File: config.mk
export PLATFORM = sky130hd
export DESIGN_NAME = dual_timer
export DESIGN_NICKNAME = d
export VERILOG_FILES = /design/src/rtl/dtmr_pkg.sv /design/src/rtl/dtmr_sync_edge.sv /design/src/rtl/dtmr_prescale.sv /design/src/rtl/dtmr_unit.sv /design/src/rtl/dual_timer.sv
export SDC_FILE = /design/constraint.sdc
export NUM_CORES = 1
export LEC_CHECK = 0
export ABC_AREA = 1
export BUFFER_PORTS_ARGS = -buffer_cell sky130_fd_sc_hd__buf_2
export CAP_MARGIN = 20
export CORE_MARGIN = 3
export CORE_UTILIZATION = 40
export CTS_CLUSTER_DIAMETER = 120
export DETAILED_ROUTE_END_ITERATION = 6
export PLACE_DENSITY = 0.66
export SLEW_MARGIN = 25
export SYNTH_ARGS = -nofsm -noshare
export SYNTH_HDL_FRONTEND = slang
export SYNTH_SLANG_ARGS = --single-unit
export TNS_END_PERCENT = 1
File: constraint.sdc
create_clock -name clk -period 4.3 [get_ports clk]
set_input_delay 0.43 -clock clk [delete_from_list [all_inputs] [get_ports clk]]
set_output_delay 0.43 -clock clk [all_outputs]
set_load 0.005 [all_outputs]
File: src/rtl/dtmr_pkg.sv
package dtmr_pkg;

    parameter int DT_W     = 8;
    parameter int DT_M0_LO = 5;

    typedef enum logic [1:0] {
        DT_M13    = 2'd0,
        DT_M16    = 2'd1,
        DT_MRLD   = 2'd2,
        DT_MSPLIT = 2'd3
    } dt_mode_e;

    typedef enum logic [1:0] {
        SEL_LO0 = 2'd0,
        SEL_HI0 = 2'd1,
        SEL_LO1 = 2'd2,
        SEL_HI1 = 2'd3
    } dt_sel_e;

    typedef struct packed {
        logic [DT_W-1:0] lo;
        logic [DT_W-1:0] hi;
        logic            ovf;
    } dt_cnt_s;

    // Result of one count event on a {hi,lo} pair in the given mode.
    function automatic dt_cnt_s dt_step(dt_mode_e m, logic [DT_W-1:0] lo,
                                        logic [DT_W-1:0] hi);
        dt_cnt_s          r;
        logic [DT_W:0]    lsum;
        logic [DT_W:0]    hsum;
        logic [DT_M0_LO:0] psum;
        r    = '{lo: lo, hi: hi, ovf: 1'b0};
        lsum = {1'b0, lo} + {{DT_W{1'b0}}, 1'b1};
        hsum = {1'b0, hi} + {{DT_W{1'b0}}, 1'b1};
        psum = {1'b0, lo[DT_M0_LO-1:0]} + {{DT_M0_LO{1'b0}}, 1'b1};
        case (m)
            DT_M13: begin
                r.lo = {lo[DT_W-1:DT_M0_LO], psum[DT_M0_LO-1:0]};
                if (psum[DT_M0_LO]) begin
                    r.hi  = hsum[DT_W-1:0];
                    r.ovf = hsum[DT_W];
                end
            end
            DT_M16: begin
                r.lo = lsum[DT_W-1:0];
                if (lsum[DT_W]) begin
                    r.hi  = hsum[DT_W-1:0];
                    r.ovf = hsum[DT_W];
                end
            end
            DT_MRLD: begin
                r.lo  = lsum[DT_W] ? hi : lsum[DT_W-1:0];
                r.ovf = lsum[DT_W];
            end
            default: begin
                r.lo  = lsum[DT_W-1:0];
                r.ovf = lsum[DT_W];
            end
        endcase
        return r;
    endfunction

endpackage

File: src/rtl/dtmr_sync_edge.sv
module dtmr_sync_edge #(
    parameter int STAGES = 2
) (
    input  logic clk,
    input  logic rst,
    input  logic pin,
    output logic fall
);
    logic [STAGES-1:0] sh;
    logic              prev;

    always_ff @(posedge clk) begin
        if (rst) begin
            sh   <= '0;
            prev <= 1'b0;
        end else begin
            sh   <= {sh[STAGES-2:0], pin};
            prev <= sh[STAGES-1];
        end
    end

    assign fall = prev & ~sh[STAGES-1];

    // a detected transition yields a single count event
    p_single_fall_r6: assert property (@(posedge clk) disable iff (rst)
        fall |=> !fall);

endmodule

File: src/rtl/dtmr_prescale.sv
module dtmr_prescale #(
    parameter int DIV = 12
) (
    input  logic clk,
    input  logic rst,
    input  logic ce,
    output logic tick
);
    localparam int CW = (DIV > 1) ? $clog2(DIV) : 1;
    localparam logic [CW-1:0] LAST = CW'(DIV - 1);

    logic [CW-1:0] cnt;

    always_ff @(posedge clk) begin
        if (rst)
            cnt <= '0;
        else if (ce)
            cnt <= (cnt == LAST) ? '0 : cnt + CW'(1);
    end

    assign tick = ce && (cnt == LAST);

    // the divider advances only on enabled cycles
    p_div_hold_r5: assert property (@(posedge clk) disable iff (rst)
        !ce |=> cnt == $past(cnt));

endmodule

File: src/rtl/dtmr_unit.sv
module dtmr_unit
    import dtmr_pkg::*;
#(
    parameter bit SPLIT_OK = 1'b0
) (
    input  logic            clk,
    input  logic            rst,
    input  dt_mode_e        mode,
    input  logic            inc_lo,
    input  logic            inc_hi,
    input  logic            wr_lo,
    input  logic            wr_hi,
    input  logic [DT_W-1:0] wr_data,
    output logic [DT_W-1:0] lo,
    output logic [DT_W-1:0] hi,
    output logic            ovf_lo,
    output logic            ovf_hi
);
    dt_cnt_s         step;
    logic [DT_W-1:0] lo_n;
    logic [DT_W-1:0] hi_n;
    logic [DT_W:0]   hsum;
    logic            split;
    logic            frozen;

    assign split  = SPLIT_OK && (mode == DT_MSPLIT);
    assign frozen = !SPLIT_OK && (mode == DT_MSPLIT);
    assign hsum   = {1'b0, hi} + {{DT_W{1'b0}}, 1'b1};

    always_comb begin
        step   = dt_step(mode, lo, hi);
        lo_n   = lo;
        hi_n   = hi;
        ovf_lo = 1'b0;
        ovf_hi = 1'b0;
        if (inc_lo && !frozen) begin
            lo_n   = step.lo;
            ovf_lo = step.ovf;
            if (!split)
                hi_n = step.hi;
        end
        if (inc_hi && split) begin
            hi_n   = hsum[DT_W-1:0];
            ovf_hi = hsum[DT_W];
        end
        if (wr_lo) lo_n = wr_data;
        if (wr_hi) hi_n = wr_data;
    end

    always_ff @(posedge clk) begin
        if (rst) begin
            lo <= '0;
            hi <= '0;
        end else begin
            lo <= lo_n;
            hi <= hi_n;
        end
    end

    // reload mode never moves the high byte by counting
    p_reload_hi_r4: assert property (@(posedge clk) disable iff (rst)
        (mode == DT_MRLD && !wr_hi) |=> hi == $past(hi));

    // a timer without split capability is frozen in mode 3
    p_stop_hold_r11: assert property (@(posedge clk) disable iff (rst)
        (!SPLIT_OK && mode == DT_MSPLIT && !wr_lo && !wr_hi)
        |=> (lo == $past(lo)) && (hi == $past(hi)));

    // in split mode the low byte never carries into the high byte
    p_split_no_carry_r8: assert property (@(posedge clk) disable iff (rst)
        (split && !inc_hi && !wr_hi) |=> hi == $past(hi));

endmodule

File: src/rtl/dual_timer.sv
module dual_timer
    import dtmr_pkg::*;
#(
    parameter int PRESCALE    = 12,
    parameter int SYNC_STAGES = 2
) (
    input  logic            clk,
    input  logic            rst,
    input  logic            ce,
    input  logic [1:0]      div12_sel,
    input  logic [1:0]      t0_mode,
    input  logic [1:0]      t1_mode,
    input  logic [1:0]      gate_en,
    input  logic [1:0]      ext_sel,
    input  logic [1:0]      run,
    input  logic [1:0]      cnt_pin,
    input  logic [1:0]      gate_pin,
    input  logic            wr_en,
    input  logic [1:0]      wr_sel,
    input  logic [DT_W-1:0] wr_data,
    input  logic [1:0]      rd_sel,
    output logic [DT_W-1:0] rd_data,
    input  logic [1:0]      flag_wr,
    input  logic [1:0]      flag_wdata,
    output logic            tf0,
    output logic            tf1,
    output logic            t1_ovf_pulse
);
    localparam int NT = 2;

    dt_mode_e        mode_a [NT];
    logic [NT-1:0]   fall, base_tick, allow, src;
    logic [NT-1:0]   inc_lo, inc_hi, wr_lo, wr_hi, blk;
    logic [NT-1:0]   ovf_lo, ovf_hi;
    logic [DT_W-1:0] lo_q [NT];
    logic [DT_W-1:0] hi_q [NT];
    logic            div_tick;
    logic            t0_split;
    logic            set0, set1;

    assign mode_a[0] = dt_mode_e'(t0_mode);
    assign mode_a[1] = dt_mode_e'(t1_mode);
    assign t0_split  = (mode_a[0] == DT_MSPLIT);

    dtmr_prescale #(.DIV(PRESCALE)) u_pre (
        .clk (clk),
        .rst (rst),
        .ce  (ce),
        .tick(div_tick)
    );

    for (genvar i = 0; i < NT; i++) begin : g_tmr
        dtmr_sync_edge #(.STAGES(SYNC_STAGES)) u_sync (
            .clk (clk),
            .rst (rst),
            .pin (cnt_pin[i]),
            .fall(fall[i])
        );

        assign base_tick[i] = div12_sel[i] ? div_tick : ce;
        assign allow[i]     = run[i] && (!gate_en[i] || gate_pin[i]);
        assign src[i]       = ext_sel[i] ? fall[i] : base_tick[i];
        assign wr_lo[i]     = wr_en && (wr_sel == 2'(2 * i));
        assign wr_hi[i]     = wr_en && (wr_sel == 2'(2 * i + 1));
        assign blk[i]       = wr_lo[i] || wr_hi[i];

        dtmr_unit #(.SPLIT_OK(i == 0)) u_unit (
            .clk    (clk),
            .rst    (rst),
            .mode   (mode_a[i]),
            .inc_lo (inc_lo[i]),
            .inc_hi (inc_hi[i]),
            .wr_lo  (wr_lo[i]),
            .wr_hi  (wr_hi[i]),
            .wr_data(wr_data),
            .lo     (lo_q[i]),
            .hi     (hi_q[i]),
            .ovf_lo (ovf_lo[i]),
            .ovf_hi (ovf_hi[i])
        );
    end

    always_comb begin
        inc_lo[0] = allow[0] && src[0] && !blk[0];
        inc_hi[0] = t0_split && run[1] && base_tick[0] && !blk[0];
        inc_hi[1] = 1'b0;
        if (mode_a[1] == DT_MSPLIT)
            inc_lo[1] = 1'b0;
        else if (t0_split)
            inc_lo[1] = base_tick[1] && !blk[1];
        else
            inc_lo[1] = allow[1] && src[1] && !blk[1];
    end

    assign set0 = ovf_lo[0];
    assign set1 = t0_split ? ovf_hi[0] : ovf_lo[1];

    always_ff @(posedge clk) begin
        if (rst) begin
            tf0          <= 1'b0;
            tf1          <= 1'b0;
            t1_ovf_pulse <= 1'b0;
        end else begin
            if (set0)            tf0 <= 1'b1;
            else if (flag_wr[0]) tf0 <= flag_wdata[0];
            if (set1)            tf1 <= 1'b1;
            else if (flag_wr[1]) tf1 <= flag_wdata[1];
            t1_ovf_pulse <= ovf_lo[1];
        end
    end

    always_comb begin
        case (dt_sel_e'(rd_sel))
            SEL_LO0: rd_data = lo_q[0];
            SEL_HI0: rd_data = hi_q[0];
            SEL_LO1: rd_data = lo_q[1];
            default: rd_data = hi_q[1];
        endcase
    end

    // flags are sticky until a flag write
    p_tf0_sticky_r13: assert property (@(posedge clk) disable iff (rst)
        (tf0 && !flag_wr[0]) |=> tf0);
    p_tf1_sticky_r13: assert property (@(posedge clk) disable iff (rst)
        (tf1 && !flag_wr[1]) |=> tf1);

    // with timer 0 split, flag 1 can only rise while run 1 is set
    p_split_tf1_run_r9: assert property (@(posedge clk) disable iff (rst)
        (t0_split && !run[1] && !flag_wr[1] && !tf1) |=> !tf1);

    // timer 1 in mode 3 never pulses
    p_t1_stop_quiet_r11: assert property (@(posedge clk) disable iff (rst)
        (mode_a[1] == DT_MSPLIT) |=> !t1_ovf_pulse);

endmodule

## After elaboration in Yosys (flattened, before gate mapping)

Index checks and enable logic that the tools add are counted.

- Input bits: 36
- Register bits: 45
- Word-level logic and storage cells: 124

- Reduce and logical (&&, ||, !) cells: 42
- Add/subtract/negate cells: 7
- Bitwise operators: 4
- Mux-type cells: 38
- Equal/unequal tests: 19

Operators by type and width:

| kind | count |
|---|---|
| $mux 8 | 12 |
| $pmux 8 s2 | 4 |
| $add 8x1->9 const B | 4 |
| $mux 9 | 4 |
| $pmux 8 s3 | 1 |
| $logic_and 1x1->1 | 17 |
| $eq 2x2->1 const B | 7 |
| $mux 1 | 14 |
| $add 5x1->6 const B | 2 |
| $reduce_bool 2->1 | 5 |
| $eq 2x1->1 const B | 4 |
| $logic_not 2->1 | 4 |
| $ne 4x1->1 const B | 2 |
| $ne 3x1->1 const B | 2 |
| $reduce_bool 3->1 | 2 |
| $logic_not 1->1 | 5 |
| $reduce_and 5->1 | 1 |
| $add 4x1->4 const B | 1 |
| $eq 4x4->1 const B | 1 |
| $logic_or 1x1->1 | 4 |
| $mux 4 | 1 |
| $ne 2x1->1 const B | 2 |
| $pmux 1 s2 | 2 |
| $reduce_and 2->1 | 2 |
| other kinds (5) | 7 |

## Logic depth before layout (Yosys ltp)

- Word-level depth: 12
- Gate-level depth with buffers: 12

## Hierarchy

Synthesis repeated with hierarchy kept, for this count alone.

- Cell total of the unflattened synthesis: 596
- Area total of the unflattened synthesis: 3621.0 µm²

By module, submodules not included:

| module | instances | cells each | sequential area each (µm²) | area each (µm²) |
|---|---|---|---|---|
| dtmr_unit at g_tmr[1].u_unit | 1 | 231 | 320.3 | 1430.1 |
| dtmr_unit at g_tmr[0].u_unit | 1 | 212 | 320.3 | 1332.5 |
| dual_timer | 1 | 103 | 60.1 | 478.0 |
| dtmr_prescale | 1 | 28 | 80.1 | 195.2 |
| dtmr_sync_edge | 2 | 11 | 60.1 | 92.6 |

## Worst setup path before layout

No wires, ideal clock.

- Path type: reg-to-reg
- Start: reg g_tmr[1].u_unit.lo[0]
- End: reg g_tmr[1].u_unit.hi[4]
- Period minus slack after synthesis: 1.568 ns
- Stages on the path, launching flop included: 12
- Path buffers: 1
- Arrival time: 1.454 ns
- Path slack: 2.732 ns
- Cell sequence: dfxtp_1 -> ha_1 -> nand2_2 -> nor2_4 -> nand2_2 -> nand3_2 -> o21ai_2 -> clkinv_2 -> nand3_4 -> buf_6 -> a21oi_1 -> nor2_1

- Word-level cells in the longest chain between the ends: 3

RTL lines:

| item | RTL line | RTL |
|---|---|---|
| from (decl) | dtmr_unit.sv:14 | `output logic [DT_W-1:0] lo,` |
| from (signal assigned) | dtmr_unit.sv:55 | `lo <= lo_n;` |
| $add 8x1->9 or $add 5x1->6 (tied branches) | dtmr_pkg.sv:34, dtmr_pkg.sv:36 |  |
| $ne 3x1->1 (no source line) | n/a |  |
| $reduce_and 4->1 (no source line) * | n/a |  |
| to (signal assigned) | dtmr_unit.sv:56 | `hi <= hi_n;` |
| to (decl) | dtmr_unit.sv:15 | `output logic [DT_W-1:0] hi,` |

Every way passes the cells marked *; elsewhere a longest branch is shown, timed or not.
A chain may end at the register's enable or synchronous reset.

## Worst setup path in the final report

- Start: in rd_sel[1]
- End: out rd_data[7]

- Word-level cells in the longest chain between the ends: 2

RTL lines:

| item | RTL line | RTL |
|---|---|---|
| from (decl) | dual_timer.sv:21 | `input logic [1:0] rd_sel,` |
| $eq 2x2->1, or another cell as far along | dual_timer.sv:113 | `case (dt_sel_e'(rd_sel))` |
| $pmux 8 s3 * | dual_timer.sv:113 |  |
| to (decl) | dual_timer.sv:22 | `output logic [DT_W-1:0] rd_data,` |

Marks and branches as above.

==> flow_summary.yaml <==
die:
  die_y_um: 97.44
  core_mm2: 0.007928
  initial_core_util_pct: 42.19
  pin_count: 47
  num_rows: 32
  die_area_mm2: 0.009495
  die_x_um: 97.44
detailed_routing:
  via_per_inst: 5.251
  firstDrtPassIters: 7
  ant_nets: 0
  drtIter0Drc: 250
  wl_per_cell_um: 13.73
  routed_wl_um: 9498
  via_count: 3634
  drc: 0
sta:
  finClkSkew_ns: 0.002910
  timing.fmax_mhz: 527.5
  relSlewSlack_pct: 45.54
  rsz0062_at_grt: "false"
  tightest_slew_ns: 0.8139
  final.setup.worst_slack_ns: 2.404
  final.setup.tns_ns: 0
  holdWs_ns: 0.3291
  maxSlewViolCount: 0
  setup_viol_count_final: 0
  timing.final.crit_share_pct: 44.09
  period_needed_ns: 1.896
  finalHoldViolCount: 0
synth:
  syn_area_mm2: 0.003344
  ys_seq_elements: 45
  syn_nets: 589
  synth_edf_count: 0
  seq_area_frac_synth_pct: 26.94
  avgSynthCellArea_um2: 6.103
  synth_ff_type: "dfxtp_1"
  synthesis.instances: 548
  yosys_warnings: 0
  synthArstFlopShare_pct: 0
  synth_cell_types: 39
worst_setup_path:
  arrival_ns: 1.47
  end_kind: "output pin"
  path_class: "input port to output pin"
  cp.required_ns: 3.87
  worst_path_largest_cell_delay_ns: 0.39
  path_max_fanout: 8
  cp_cell_sequence: "buf_2 > inv_1 > nor2_1 > nand2_1 > o21ai_0 > a21oi_1 > o21ai_0 > buf_2"
  critPathSlowestCell: "nor2_1"
  cp-start-kind: "input port"
clock_network:
  cts_hold_buf: 0
  post_cts_buffers: 0
  clock_path_buffers: 2
  clk_pin_slew_ns: 0.08
  postCtsResizedCells: 0
  insertion_delay_ns: 0.30
  cts_tree: "done"
  cts.sinks: 45
  htree_num_levels: 2
  root_buffer: "clkbuf_8"
  cts_made_buffers: 5
power_and_ir_drop:
  clock_power_share_pct: 30.3
  combinationalPowerShare_pct: 19.2
  swShare_pct: 31.02
  p_sw_w: 0.0002815
  total_leakage_power_nw: 1.795
  p_seq_share_pct: 50.6
  intPower_w: 0.0006260
  ir_drop_mv: 0.1172
  p_per_area_mw_per_mm2: 243.0
cells_and_area:
  post-route-util_pct: 47.11
  syn_to_final_growth_pct: 11.67
  fillCellCount: 860
  layout-drive-gt1-share_pct: 15.08
  num_antenna_cells: 0
  fin_nets: 631
run:
  max-cap-violations: 0
placement:
  io_buffers: 46
  dpl_worst_slack_ns: 2.366
  dp_hpwl_um: 7607
  place_congestion: 0.9165
run_status:
  outcome: "finished clean"
global_routing:
  grt_antenna_before_repair: 0
  grt_max_degree: 26
  grt-ovfl-total: 0
  grt_pass1_wl_um: 16010
  grt_pass1_vias: 3245
  grtUsageTotal_pct: 20.47
worst_hold_path:
  min-delay-path-class: "input port to flip-flop"
-- cell type report --
type,instances,area [um2],share of cell area [%]
multi-input combinational,419,2115,56.62
sequential,45,900.9,24.12
inverter,73,275.3,7.370
timing repair buffer,46,230.2,6.164
tap,102,127.6,3.417
clock buffer,7,86.33,2.312
-- layout by cell type, fill, tap and decap left out, types with 4 or more instances in the layout --
master	count
nand2_1	145
nor3_1	4
o21ai_0	37
nor2_2	5
nor2_1	75
a221oi_1	6
nand3_1	50
nand4_1	5
nand2_2	5
ha_1	5
a31oi_1	6
o21ai_1	10
nand3_2	6
inv_1	65
xor2_1	15
a21oi_1	16
clkbuf_8	6
buf_2	46
dfxtp_1	45
inv_2	7
-- final timing paths --
kind,start,endpoint,slack (ns),cells past startpoint
min,cnt_pin[1],g_tmr[1].u_sync.sh[0]$_SDFF_PP0_,0.33,3
max,rd_sel[1],rd_data[7],2.40,8
min reg2reg,g_tmr[1].u_sync.sh[0]$_SDFF_PP0_,g_tmr[1].u_sync.sh[1]$_SDFF_PP0_,0.41,2
max reg2reg,g_tmr[0].u_unit.lo[0]$_SDFFE_PP0P_,g_tmr[0].u_unit.lo[4]$_SDFFE_PP0P_,2.46,10
-- metrics by stage --
stage	total power [W]	std cells	area, um2
global placement	0.0006373	685	3649
global route	0.0009571	692	3735
CTS	0.0009145	692	3735
floorplan	0.0005786	548	3344
detailed placement	0.0006413	685	3649
finish	0.0009075	692	3735
-- layer usage --
| metal | share of wire (%) | global-route usage [%] | vias up |
|---|---|---|---|
| met2 | 42 | 29.63 | 139 |
| met3 | 6.9 | 4.164 | 20 |
| li1 | - | - | 1852 |
| met1 | 49 | 30.14 | 1623 |
| met5 | 0 | 0 | - |
| met4 | 2.6 | 6.709 | 0 |
-- kinds of logic after synthesis --
group,synth area share (%)
and+or+nand+nor,41.41
AOI/OAI and AO/OA,14.63
buffers and inverters,9.839
DFF,26.94
xor gates and xnor gates,4.714
adders and majority gates,1.871
muxes,0.5986
-- flip-flops by register name (all words and copies together) (netlist names) --
register,flops
g_tmr.u_unit.hi,16
g_tmr.u_unit.lo,16
u_pre.cnt,4
tf1,1
t1_ovf_pulse,1
g_tmr.u_sync.sh,4
g_tmr.u_sync.prev,2
tf0,1
-- power by group through the flow --
stage / combinational (W) / sequential [W] / clock [W]
2_1_floorplan: 0.000117 / 0.000461 / 0
3_3_place_gp: 0.000169 / 0.000468 / 0
3_5_place_dp: 0.000173 / 0.000468 / 0
4_1_cts: 0.000174 / 0.000459 / 0.000282
5_1_grt: 0.000201 / 0.000462 / 0.000294
6_report: 0.000174 / 0.000459 / 0.000275
-- worst max-delay path: cells and delay by family --
family	cells	cell delay (ns)
compound gates	3	0.28
buf+inv	3	0.27
simple gates	2	0.48
-- cells in the mapped netlist, types with 2 or more instances --
master	number	area (um2)
mux2i_1	2	20.02
dfxtp_1	45	900.9
o21ai_1	10	50.05
inv_2	7	26.28
a21oi_2	2	17.52
nor3_1	4	20.02
inv_1	65	244.0
nor3_2	3	30.03
ha_1	5	62.56
o21bai_1	2	15.01
nand2_2	5	31.28
o21ai_0	37	185.2
clkbuf_1	6	22.52
nand3_2	6	60.06
nand3_1	50	250.2
a221oi_1	6	52.55
a21oi_1	16	80.08
xnor2_1	3	26.28
nor2_4	2	22.52
nor2_2	5	31.28
nand3b_1	3	22.52
a31oi_1	6	37.54
nor2_1	75	281.5
nand2_1	145	544.3
nand4_1	5	31.28
o211ai_1	3	22.52
xor2_1	15	131.4
buf_2	4	20.02
Power figures use the tool's default switching activity.
